**config.mk**
```make
export PLATFORM = sky130hd
export DESIGN_NAME = ide_port_decoder
export DESIGN_NICKNAME = d
export VERILOG_FILES = /design/src/rtl/ide_dec_pkg.sv /design/src/rtl/ide_addr_match.sv /design/src/rtl/ide_rd_delay.sv /design/src/rtl/ide_port_decoder.sv
export SDC_FILE = /design/constraint.sdc
export NUM_CORES = 1
export LEC_CHECK = 0
export ABC_AREA = 1
export CORE_AREA = 4 4 41 43
export DETAILED_ROUTE_END_ITERATION = 6
export DIE_AREA = 0 0 45 47
export DONT_BUFFER_PORTS = 1
export GPL_TIMING_DRIVEN = 0
export PLACE_DENSITY = 0.45
export SYNTH_ARGS = -nofsm -noshare
export SYNTH_HDL_FRONTEND = slang
export SYNTH_SLANG_ARGS = --single-unit
```
**constraint.sdc**
```tcl
create_clock -name clk_i -period 1.5 [get_ports clk_i]
set_input_delay 0.075 -clock clk_i [delete_from_list [all_inputs] [get_ports clk_i]]
set_output_delay 0.075 -clock clk_i [all_outputs]
set_load 0.005 [all_outputs]
```
**src/rtl/ide_dec_pkg.sv**
```systemverilog
package ide_dec_pkg;

  // Registered strobe state, active high internally
  typedef struct packed {
    logic cs;
    logic wr;
  } ide_strobe_t;

  localparam ide_strobe_t STROBE_IDLE = '{cs: 1'b0, wr: 1'b0};

  // Lowest address bit of a field that sits directly above `below` bits
  function automatic int field_lsb(input int below);
    return below;
  endfunction

endpackage

```
**src/rtl/ide_addr_match.sv**
```systemverilog
module ide_addr_match #(
  parameter int REGION_BITS = 3,
  parameter int WINDOW_BITS = 3,
  localparam int REGIONS = 1 << REGION_BITS,
  localparam int WINDOWS = 1 << WINDOW_BITS
) (
  input  logic [REGION_BITS-1:0] region_idx_i,
  input  logic [WINDOW_BITS-1:0] window_idx_i,
  input  logic                   memen_ni,
  input  logic [REGIONS-1:0]     region_sel_i,
  input  logic [WINDOWS-1:0]     window_sel_i,
  output logic                   hit_o
);

  logic [REGIONS-1:0] region_hit;
  logic [WINDOWS-1:0] window_hit;

  for (genvar r = 0; r < REGIONS; r++) begin : g_region
    assign region_hit[r] = region_sel_i[r] && (region_idx_i == REGION_BITS'(r));
  end

  for (genvar w = 0; w < WINDOWS; w++) begin : g_window
    assign window_hit[w] = window_sel_i[w] && (window_idx_i == WINDOW_BITS'(w));
  end

  assign hit_o = !memen_ni && (|region_hit) && (|window_hit);

endmodule

```
**src/rtl/ide_rd_delay.sv**
```systemverilog
module ide_rd_delay #(
  parameter int DEPTH = 2
) (
  input  logic clk_i,
  input  logic rst_ni,
  input  logic req_i,
  output logic hold_o
);

  logic [DEPTH-1:0] pipe_q;

  if (DEPTH == 1) begin : g_single
    always_ff @(posedge clk_i or negedge rst_ni) begin
      if (!rst_ni) pipe_q <= '0;
      else         pipe_q <= req_i;
    end
  end else begin : g_chain
    always_ff @(posedge clk_i or negedge rst_ni) begin
      if (!rst_ni) pipe_q <= '0;
      else         pipe_q <= {pipe_q[DEPTH-2:0], req_i};
    end
  end

  // Asserted only once the request has held for DEPTH samples in a row
  assign hold_o = &pipe_q;

endmodule

```
**src/rtl/ide_port_decoder.sv**
```systemverilog
module ide_port_decoder
  import ide_dec_pkg::*;
#(
  parameter int ADDR_W      = 15,
  parameter int REGION_BITS = 3,
  parameter int WINDOW_BITS = 3,
  parameter int REG_BITS    = 3,
  parameter int READ_DELAY  = 2,
  localparam int REGIONS    = 1 << REGION_BITS,
  localparam int WINDOWS    = 1 << WINDOW_BITS,
  localparam int SPLIT_BIT  = field_lsb(REG_BITS),
  localparam int WIN_LSB    = ADDR_W - REGION_BITS - WINDOW_BITS,
  localparam int REG_LSB    = ADDR_W - REGION_BITS
) (
  input  logic                clk_i,
  input  logic                rst_ni,
  input  logic [ADDR_W-1:0]   addr_i,
  input  logic                memen_ni,
  input  logic                dbin_i,
  input  logic                we_ni,
  input  logic [REGIONS-1:0]  region_sel_i,
  input  logic [WINDOWS-1:0]  window_sel_i,
  input  logic                dasp_ni,
  output logic                cs0_no,
  output logic                read_no,
  output logic                write_no,
  output logic [REG_BITS-1:0] reg_sel_o,
  output logic                led_on_o
);

  logic        hit;
  logic        split;
  logic        rd_req;
  logic        wr_req;
  logic        rd_ok;
  ide_strobe_t strb_q;
  logic        unused_mid_bits;

  assign unused_mid_bits = ^addr_i[WIN_LSB-1:SPLIT_BIT+1];

  ide_addr_match #(
    .REGION_BITS(REGION_BITS),
    .WINDOW_BITS(WINDOW_BITS)
  ) u_match (
    .region_idx_i (addr_i[ADDR_W-1:REG_LSB]),
    .window_idx_i (addr_i[REG_LSB-1:WIN_LSB]),
    .memen_ni     (memen_ni),
    .region_sel_i (region_sel_i),
    .window_sel_i (window_sel_i),
    .hit_o        (hit)
  );

  // Split bit picks the alias: 0 = read alias, 1 = write alias
  assign split  = addr_i[SPLIT_BIT];
  assign rd_req = hit && dbin_i && !split;
  assign wr_req = hit && !we_ni && split;

  always_ff @(posedge clk_i or negedge rst_ni) begin
    if (!rst_ni) strb_q <= STROBE_IDLE;
    else         strb_q <= '{cs: hit, wr: wr_req};
  end

  ide_rd_delay #(.DEPTH(READ_DELAY)) u_rd_delay (
    .clk_i  (clk_i),
    .rst_ni (rst_ni),
    .req_i  (rd_req),
    .hold_o (rd_ok)
  );

  assign cs0_no    = !strb_q.cs;
  assign read_no   = !(strb_q.cs && rd_ok);
  assign write_no  = !(strb_q.cs && strb_q.wr);
  assign reg_sel_o = addr_i[REG_BITS-1:0];
  assign led_on_o  = !dasp_ni;

  // read strobe falls only after chip select was already active
  a_r4_read_after_cs: assert property (@(posedge clk_i) disable iff (!rst_ni)
    $fell(read_no) |-> $past(!cs0_no));

  // read strobe implies chip select
  a_r3_read_under_cs: assert property (@(posedge clk_i) disable iff (!rst_ni)
    !read_no |-> !cs0_no);

  // write strobe implies chip select
  a_r5_write_under_cs: assert property (@(posedge clk_i) disable iff (!rst_ni)
    !write_no |-> !cs0_no);

  // a read strobe traces back to a read-alias request
  a_r6_read_alias_only: assert property (@(posedge clk_i) disable iff (!rst_ni)
    !read_no |-> $past(dbin_i && !addr_i[SPLIT_BIT]));

  // a write strobe traces back to a write-alias request
  a_r6_write_alias_only: assert property (@(posedge clk_i) disable iff (!rst_ni)
    !write_no |-> $past(!we_ni && addr_i[SPLIT_BIT]));

  // no memory cycle means no chip select next cycle
  a_r7_idle_no_cs: assert property (@(posedge clk_i) disable iff (!rst_ni)
    memen_ni |=> cs0_no);

endmodule

```
# ---- Word level (Yosys, flattened, before mapping)
# Index checks and enable logic that the tools add are counted.
dict set report classes {
  n_addsub 0
  n_mul 0
  div_mod_pow 0
  magnitude_cmp 0
  n_eq_ne 14
  shift 0
  muxes 0
  bitwise 0
  n_reduce_logical 36
}
# operator count
set op_table {}
lappend op_table {{3-bit == test, second input constant} 8}
lappend op_table {{1-bit logical AND} 24}
lappend op_table {{8-bit OR reduction} 2}
lappend op_table {{3-bit by 2-bit == test with 1-bit output, second input constant} 4}
lappend op_table {{1-bit zero test} 7}
lappend op_table {{3-bit by 1-bit == test with 1-bit output, second input constant} 2}
lappend op_table {{3-bit zero test} 2}
lappend op_table {{2-bit AND reduction} 1}
dict set report totals {
  ff_bits 4
  latchBits 0
  ramBits 0
  rom_bits 0
  in_bits 37
  output_inout_bits 7
  word_cells 53
  memories 0
}

# ---- Longest topological paths before layout
# Gate-level depths: netlist of the first run.
dict set report logic_depth {
  word_depth 7
  depth_mapped 8
  mapped_depth_nobuf 8
}

# ---- Hierarchy
# From an unflattened synthesis of the first run, not the netlist that was laid out.
dict set report hier_totals {
  hier_cells 71
  area_unflattened_um2 381.6
}
# mod n_inst cells_each area_per_inst_um2 seq_area_each_um2
set by_module_without_submodules {}
lappend by_module_without_submodules {ide_addr_match 1 54 219.0 0.0}
lappend by_module_without_submodules {ide_port_decoder 1 13 105.1 50.0}
lappend by_module_without_submodules {ide_rd_delay 1 4 57.6 50.0}

# ---- Least setup slack after synthesis of the first run
# No wires, ideal clock.
dict set report synth_path {
  kind {input-to-reg}
  start {input port addr_i[11]}
  end {register strb_q[0] (netlist name)}
  setup_time_ps 115
  arrival_time_ps 494
  required_ps 1385
  path_slack_ps 891
  path_stages 8
  path_buffers 0
  cell_sequence {nor2_1 nor2_2 nand2_1 nand2_1 nand2_1 nand2_1 nand3_2 nor2_1}
}
dict set report synth_between {
  elab_chain_len 6
  elab_cells_between_ends 20
  classes_between {eq/ne: 7; reduce/logical: 13}
}
# item line_no
set synth_rtl {}
lappend synth_rtl {{from (decl)} ide_port_decoder.sv:17} ;# input logic [ADDR_W-1:0] addr_i,
lappend synth_rtl {{3-bit by 1-bit == test with 1-bit output, or another cell as far along} ide_addr_match.sv:23} ;# assign window_hit[w] = window_sel_i[w] && (window_idx_i == WINDOW_BITS'(w));
lappend synth_rtl {{1-bit logical AND} ide_addr_match.sv:23}
lappend synth_rtl {{8-bit OR reduction *} ide_addr_match.sv:26} ;# assign hit_o = !memen_ni && (|region_hit) && (|window_hit);
lappend synth_rtl {{1-bit logical AND *} ide_addr_match.sv:26}
lappend synth_rtl {{1-bit logical AND * (2 in a row)} ide_port_decoder.sv:56} ;# assign wr_req = hit && !we_ni && split;
lappend synth_rtl {{via wr_req} ide_port_decoder.sv:34} ;# logic wr_req;
lappend synth_rtl {{to (signal assigned)} ide_port_decoder.sv:60} ;# else strb_q <= '{cs: hit, wr: wr_req};
lappend synth_rtl {{to (decl)} ide_port_decoder.sv:36} ;# ide_strobe_t strb_q;
# Mark *: on every way through the listed nets, which the timed path passes. The rest lies on a longest branch.

# ---- Final worst setup path of the first run
dict set report layout_path {
  start {input port dbin_i}
  end {register u_rd_delay.pipe_q[0]}
}
dict set report layout_between {
  elab_chain_len 2
}
# item line_no
set layout_rtl {}
lappend layout_rtl {{from (decl)} ide_port_decoder.sv:19} ;# input logic dbin_i,
lappend layout_rtl {{1-bit logical AND (2 in a row)} ide_port_decoder.sv:55} ;# assign rd_req = hit && dbin_i && !split;
lappend layout_rtl {{via rd_req} ide_port_decoder.sv:33} ;# logic rd_req;
lappend layout_rtl {{to (signal assigned)} ide_rd_delay.sv:20} ;# else pipe_q <= {pipe_q[DEPTH-2:0], req_i};
lappend layout_rtl {{to (decl)} ide_rd_delay.sv:10} ;# logic [DEPTH-1:0] pipe_q;
# The timed path passes the listed nets, and every way through them passes these cells.

==> run_results.csv, run 1 <==
group,metric,value,unit
setup_path,r2r_setup_slack,1.01,ns
setup_path,cp-startpoint,"dbin_i",
setup_path,slowest_stage,"dlygate4sd3_1",
grt,antenna_found_initial,0,
power_and_ir_drop,power,0.310,mW
cts,clock_path_buffers,2,
timing,rsz0062_at_grt,"false",
place,io_buffer_count,0,
min_path,hold_class,"in2reg",
cts,clk_pin_slew,0.03,ns
synth,synth_edf_count,0,
detailed_routing,wl,853,um
synth,avgSynthCellArea,5.25,um^2
power_and_ir_drop,powerDensity,651,nW/um^2
place,place.gp.congestion,0.637,
synth,synth-main-ff-cell,"dfrtp_1",
floorplan,start_util,0.311,
setup_path,r2r-end,"u_rd_delay.pipe_q[1]",
timing,setup_viol,0,
synth,synth_compound_area_frac,0,
finish,drive_above_1_share,0.217,
cts,htreeDepth,1,
synth,yosysSeqAreaShare,0.248,
synth,synth-seq-cells,4,
setup_path,end_kind,"flip-flop",
cts,cts-root-buf,"clkbuf_4",
synth,synth.top_cells.by_count,"32 x nand2_1, 13 x inv_1, 9 x inv_2, 6 x nand3_1",
synth,yosys.cell_types.count,11,
timing,finalSetupTns,0,ns
setup_path,crit_chain,"dlygate4sd3_1, nand2_1, dlygate4sd3_1, nor2_1",
synth,synthTopCellsByArea,"nand2_1 30%, dfrtp_1 25%, inv_1 12%",
setup_path,r2r_start,"u_rd_delay.pipe_q[0]",
timing,drv_slew,0,
timing,tightest_slew,0.190,ns
synth,synthesis.nets,114,
synth,async_flop_share,1.00,
synth,netlist.top_cell.by_area,"nand2_1",
detailed_routing,vias_per_cell,4.15,
finish,layout.nets,122,
finish,area_growth,17.6,%
floorplan,die_x,45,um
setup_path,crit_fanout,1,
status,status,"complete, no violations",
detailed_routing,firstDrtPassIters,2,
grt,grt_pass1_vias,367,
setup_path,ff2ff_path_depth,0,
grt,track_usage,0.0839,
floorplan,die-height,47,um
detailed_routing,route.antenna.remaining_nets,0,
synth,synthXorXnorAreaFrac,0,
floorplan,ioPinCount,44,
timing,slew_headroom,0.873,
setup_path,worst-setup-path-type,"in2reg",
power_and_ir_drop,leakage,0.314,nW
timing,fin_crit,1.13,ns
synth,yosysTopAreaCellShare,0.297,
floorplan,fp.coreArea,1300,um^2
detailed_routing,num_vias,407,
run,cap_violations,0,
synth,yosysMostFrequentCell,"nand2_1",
finish,regArea,100,um^2
finish,nFillCells,160,
timing,skew,0.00000570,ns
cts,numCtsBuffers,3,
min_path,min_from,"we_ni",
detailed_routing,drt_iter0_markers,2,
grt,grt-ovfl-total,0,
synth,synthMuxAreaShare,0,
power_and_ir_drop,peakVddDrop,0.146,mV
timing,report.final.hold_viol_count,0,
setup_path,cp_slowest_stage_delay,0.54,ns
synth,synthSimpleGateAreaFrac,0.455,
cts,cts_tree,"built",
timing,fmax,884,MHz
grt,grt_pass1_wl,1260,um
setup_path,worstPathRequired,1.62,ns
place,dp_hpwl,760,um
cts,cts_sinks,4,
setup_path,start_kind,"input pin",
detailed_routing,drc,0,
floorplan,die-area,2120,um^2
finish,multiInputGateArea,184,um^2
floorplan,core.rowCount,13,
synth,synth_area,404,um^2
synth,synth_top_family_by_area,"simple AND/OR/NAND/NOR gates",
synth,syn_inst,77,
setup_path,crit_path_end,"u_rd_delay.pipe_q[0]",
synth,ys_warn_count,0,
synth,synth_adder_area_share,0,
finish,antenna_cells,0,
setup_path,cpMostUsedCell,"dlygate4sd3_1",
setup_path,crit_arrival,1.25,ns
cts,clkLatencyLatePin,0.23,ns
detailed_routing,wl_per_cell,8.70,um
timing,fin_crit_sh,0.755,
grt,grt_max_degree,7,
-- power by group --
group          internal [mW]  leakage, nW  switching [mW]
clock                 0.0890       0.0138          0.0368
sequential             0.112       0.0551         0.00185
combinational         0.0343        0.245          0.0356
-- area by class of cell --
cell class | instances | share of cell area
buffer | 3 | 0.0474
clock buffer | 3 | 0.0474
inverter | 26 | 0.205
multi-input combinational | 44 | 0.387
sequential | 4 | 0.211
tap | 15 | 0.0395
timing repair buffer | 3 | 0.0632
-- metal layers --
metal  track usage  up-vias  routed length, um  share of wire
met3        0.0268        0                126           0.15
met1        0.0731      159                317           0.37
met2         0.155       26                410           0.48
li1              -      222                  -              -
met5             0        -                  0              0
met4        0.0702        0                  0              0
-- sequential cells by signal, indices dropped and copies added (netlist names) --
| signal | flops |
|---|---|
| strb_q | 2 |
| u_rd_delay.pipe_q | 2 |
-- cells by family after synthesis --
kind of cell  Yosys count
simple gates           44
flops                   4
buf+inv                29
-- per-stage QoR --
step | hold slack [ns] | setup slack, ns | cells | utilization | area (um^2)
after floorplan | -0.221 | 0.891 | 77 | - | 404
after global placement | -0.220 | 0.821 | 92 | 0.325 | 423
after detailed placement | -0.220 | 0.771 | 92 | 0.325 | 423
after CTS | 0.0130 | 0.371 | 98 | 0.365 | 475
after global routing | 0.0253 | 0.328 | 98 | 0.365 | 475
final | 0.0238 | 0.368 | 98 | 0.365 | 475
-- repair_timing --
action / CTS / global route
gates resized for setup: 0 / 0
hold buffers: 3 / 0
setup buffers: 0 / 0
endpoints found under the hold margin: 5 / 0
-- cells in the final DEF, fill, tap and decap left out --
cell | synthesis | routed
inv_2 | 9 | 9
clkinv_1 | 4 | 4
nand3_1 | 6 | 6
or2_2 | 1 | 1
nor2_1 | 3 | 3
nor2_2 | 1 | 1
dfrtp_1 | 4 | 4
dlygate4sd3_1 | 0 | 3
buf_4 | 3 | 3
inv_1 | 13 | 13
nand3_2 | 1 | 1
clkbuf_4 | 0 | 3
nand2_1 | 32 | 32
-- worst max-delay path: cells and delay by family --
family,cells,cell delay (ns)
buffers and inverters,2,1.07
and+or+nand+nor,2,0.10
-- how the worst min path moves through the flow --
stage | to | cells after the start | slack (ns)
after detailed placement | u_rd_delay.pipe_q[1] | 0 | -0.22
after floorplan | strb_q[0] | 0 | -0.22
after global placement | u_rd_delay.pipe_q[1] | 0 | -0.22
after global routing | strb_q[0] | 2 | 0.03
after CTS | strb_q[0] | 2 | 0.01
final | strb_q[0] | 2 | 0.02
(Power assumes the default switching activity.)
==> run 2: changes to the inputs <==
ABC_AREA = 0   (was 1)
PLACE_DENSITY = 0.4   (was 0.45)
clock period = 0.94 ns   (was 1.5 ns; I/O delays follow)
==> run_results.csv, run 2 <==
group,metric,value,unit
min_path,min_from,"memen_ni",
floorplan,ioPinCount,44,
place,pre_cts_ws,-0.0405,ns
finish,drive_above_1_share,0.375,
detailed_routing,drc,0,
power_and_ir_drop,pwr-share-comb,0.175,
floorplan,fp.coreArea,1300,um^2
grt,grt_pass1_wl,1020,um
timing,slew_headroom,0.748,
setup_path,slowest_stage,"dfrtp_1",
grt,grt_pass1_vias,278,
setup_path,r2r_start,"u_rd_delay.pipe_q[0]",
finish,nFillCells,148,
cts,cts_sinks,4,
timing,report.final.hold_viol_count,0,
grt,grt-ovfl-total,0,
place,place.gp.congestion,0.600,
power_and_ir_drop,p_sw,0.110,mW
grt,track_usage,0.0735,
timing,fin_crit,0.755,ns
finish,post-route-util,0.283,
timing,drv_slew,0,
synth,yosysTopAreaCellShare,0.309,
synth,async_flop_share,1.00,
power_and_ir_drop,sw_frac_of_total,0.225,
timing,setup_viol,0,
synth,yosysMostFrequentCell,"dfrtp_1",
setup_path,cp_slowest_stage_delay,0.37,ns
cts,numCtsBuffers,3,
cts,cts_tree,"built",
floorplan,die-area,2120,um^2
detailed_routing,num_vias,260,
setup_path,cp-startpoint,"u_rd_delay.pipe_q[0]",
status,status,"complete, no violations",
timing,tightest_slew,0.377,ns
power_and_ir_drop,power,0.487,mW
timing,skew,0.00377,ns
cts,clock_path_buffers,2,
finish,area_growth,13.5,%
cts,clk_pin_slew,0.04,ns
synth,synth-main-ff-cell,"dfrtp_1",
setup_path,crit_chain,"nand3_1",
synth,yosys.cell_types.count,14,
setup_path,start_kind,"flip-flop",
power_and_ir_drop,leakage,0.144,nW
grt,antenna_found_initial,0,
synth,synth-seq-cells,4,
detailed_routing,route.antenna.remaining_nets,0,
detailed_routing,drt_iter0_markers,5,
cts,cts-root-buf,"clkbuf_4",
setup_path,path_buf_inv,0,
place,place_inst,43,
timing,fin_crit_sh,0.803,
power_and_ir_drop,seqPwrFrac,0.377,
synth,synth.top_cells.by_count,"4 x dfrtp_1, 3 x buf_4, 3 x inv_1, 3 x nor2b_1, 3 x nor4_1",
timing,rsz0062_at_grt,"false",
finish,final_common_cell,"dfrtp_1",
setup_path,critical_path.top_delay_family,"flip-flops",
finish,antenna_cells,0,
detailed_routing,vias_per_cell,5.53,
cts,clkLatencyLatePin,0.24,ns
detailed_routing,wl,788,um
place,io_buffer_count,0,
setup_path,crit_fanout,2,
detailed_routing,wl_per_cell,16.8,um
cts,htreeDepth,1,
floorplan,core.rowCount,13,
power_and_ir_drop,internal_power,0.377,mW
floorplan,die_x,45,um
power_and_ir_drop,peakVddDrop,0.286,mV
setup_path,crit_arrival,0.71,ns
run,cap_violations,0,
finish,layout.nets,71,
setup_path,end_kind,"primary output",
place,dp_hpwl,707,um
setup_path,worst-setup-path-type,"reg2out",
min_path,hold_class,"in2reg",
power_and_ir_drop,pwr-share-clk,0.448,
finish,fin_cells,47,
timing,fmax,1320,MHz
floorplan,die-height,47,um
synth,ys_warn_count,0,
finish,largestRegisters,"strb_q (2), u_rd_delay.pipe_q (2)",
power_and_ir_drop,powerDensity,1320,nW/um^2
synth,synth_edf_count,0,
synth,yosysSeqAreaShare,0.309,
synth,netlist.top_cell.by_area,"dfrtp_1",
setup_path,worstPathRequired,0.89,ns
detailed_routing,firstDrtPassIters,2,
synth,synth_area,324,um^2
floorplan,start_util,0.249,
synth,syn_inst,28,
grt,grt_max_degree,6,
timing,setup_ws,0.185,ns
synth,synthesis.nets,65,
synth,avgSynthCellArea,11.6,um^2
synth,synthTopCellsByArea,"dfrtp_1 31%, mux4_1 16%, buf_4 6.9%",
run 2: cells by family after synthesis:
logic type,share of synthesized area
compound gates,0.0772
buf+inv,0.104
flops,0.309
mux,0.344
simple gates,0.166
run 2: per-stage QoR:
stage / TNS (ns) / area, um^2 / hold WS (ns)
6_report: 0 / 368 / 0.00578
5_1_grt: 0 / 368 / 0.0220
4_1_cts: 0 / 368 / 0.00198
3_5_place_dp: -0.107 / 335 / -0.248
3_3_place_gp: -0.0851 / 335 / -0.248
2_1_floorplan: 0 / 317 / -0.249
run 2: final timing paths:
path                                             end  slack, ns  depth (start not counted)
worst max-delay path                         read_no       0.18                          1
worst min-delay path                       strb_q[1]      0.006                          3
worst max register to register  u_rd_delay.pipe_q[1]       0.45                          0
worst min register to register  u_rd_delay.pipe_q[1]       0.37                          0
max in group asynchronous       u_rd_delay.pipe_q[0]       0.70                          1
min in group asynchronous                  strb_q[0]       0.07                          1
run 2: repair_timing:
item,4_1_cts,5_1_grt
hold buffers,1,0
gates resized for setup,0,0
setup buffers,0,0
endpoints found under the hold margin,4,0
run 2: power by group through the flow:
stage,logic (mW),clock network [mW],registers (mW)
finish,0.0852,0.218,0.184
global placement,0.0791,0,0.186
CTS,0.0863,0.227,0.184
global route,0.0928,0.227,0.185
detailed placement,0.0801,0,0.186
floorplan,0.0723,0,0.185
run 2: layer usage:
metal	part of all wire	global-route usage
met5	0	0
met4	0.042	0.123
met3	0.20	0.0383
met2	0.52	0.119
met1	0.24	0.0446
run 2: layout make-up:
class / instances / area [um^2] / share of cell area
timing repair buffer: 1 / 10.0 / 0.0272
buffer: 3 / 22.5 / 0.0612
sequential: 4 / 100 / 0.272
multi-input combinational: 18 / 183 / 0.497
clock buffer: 3 / 22.5 / 0.0612
inverter: 3 / 11.3 / 0.0306
tap: 15 / 18.8 / 0.0510
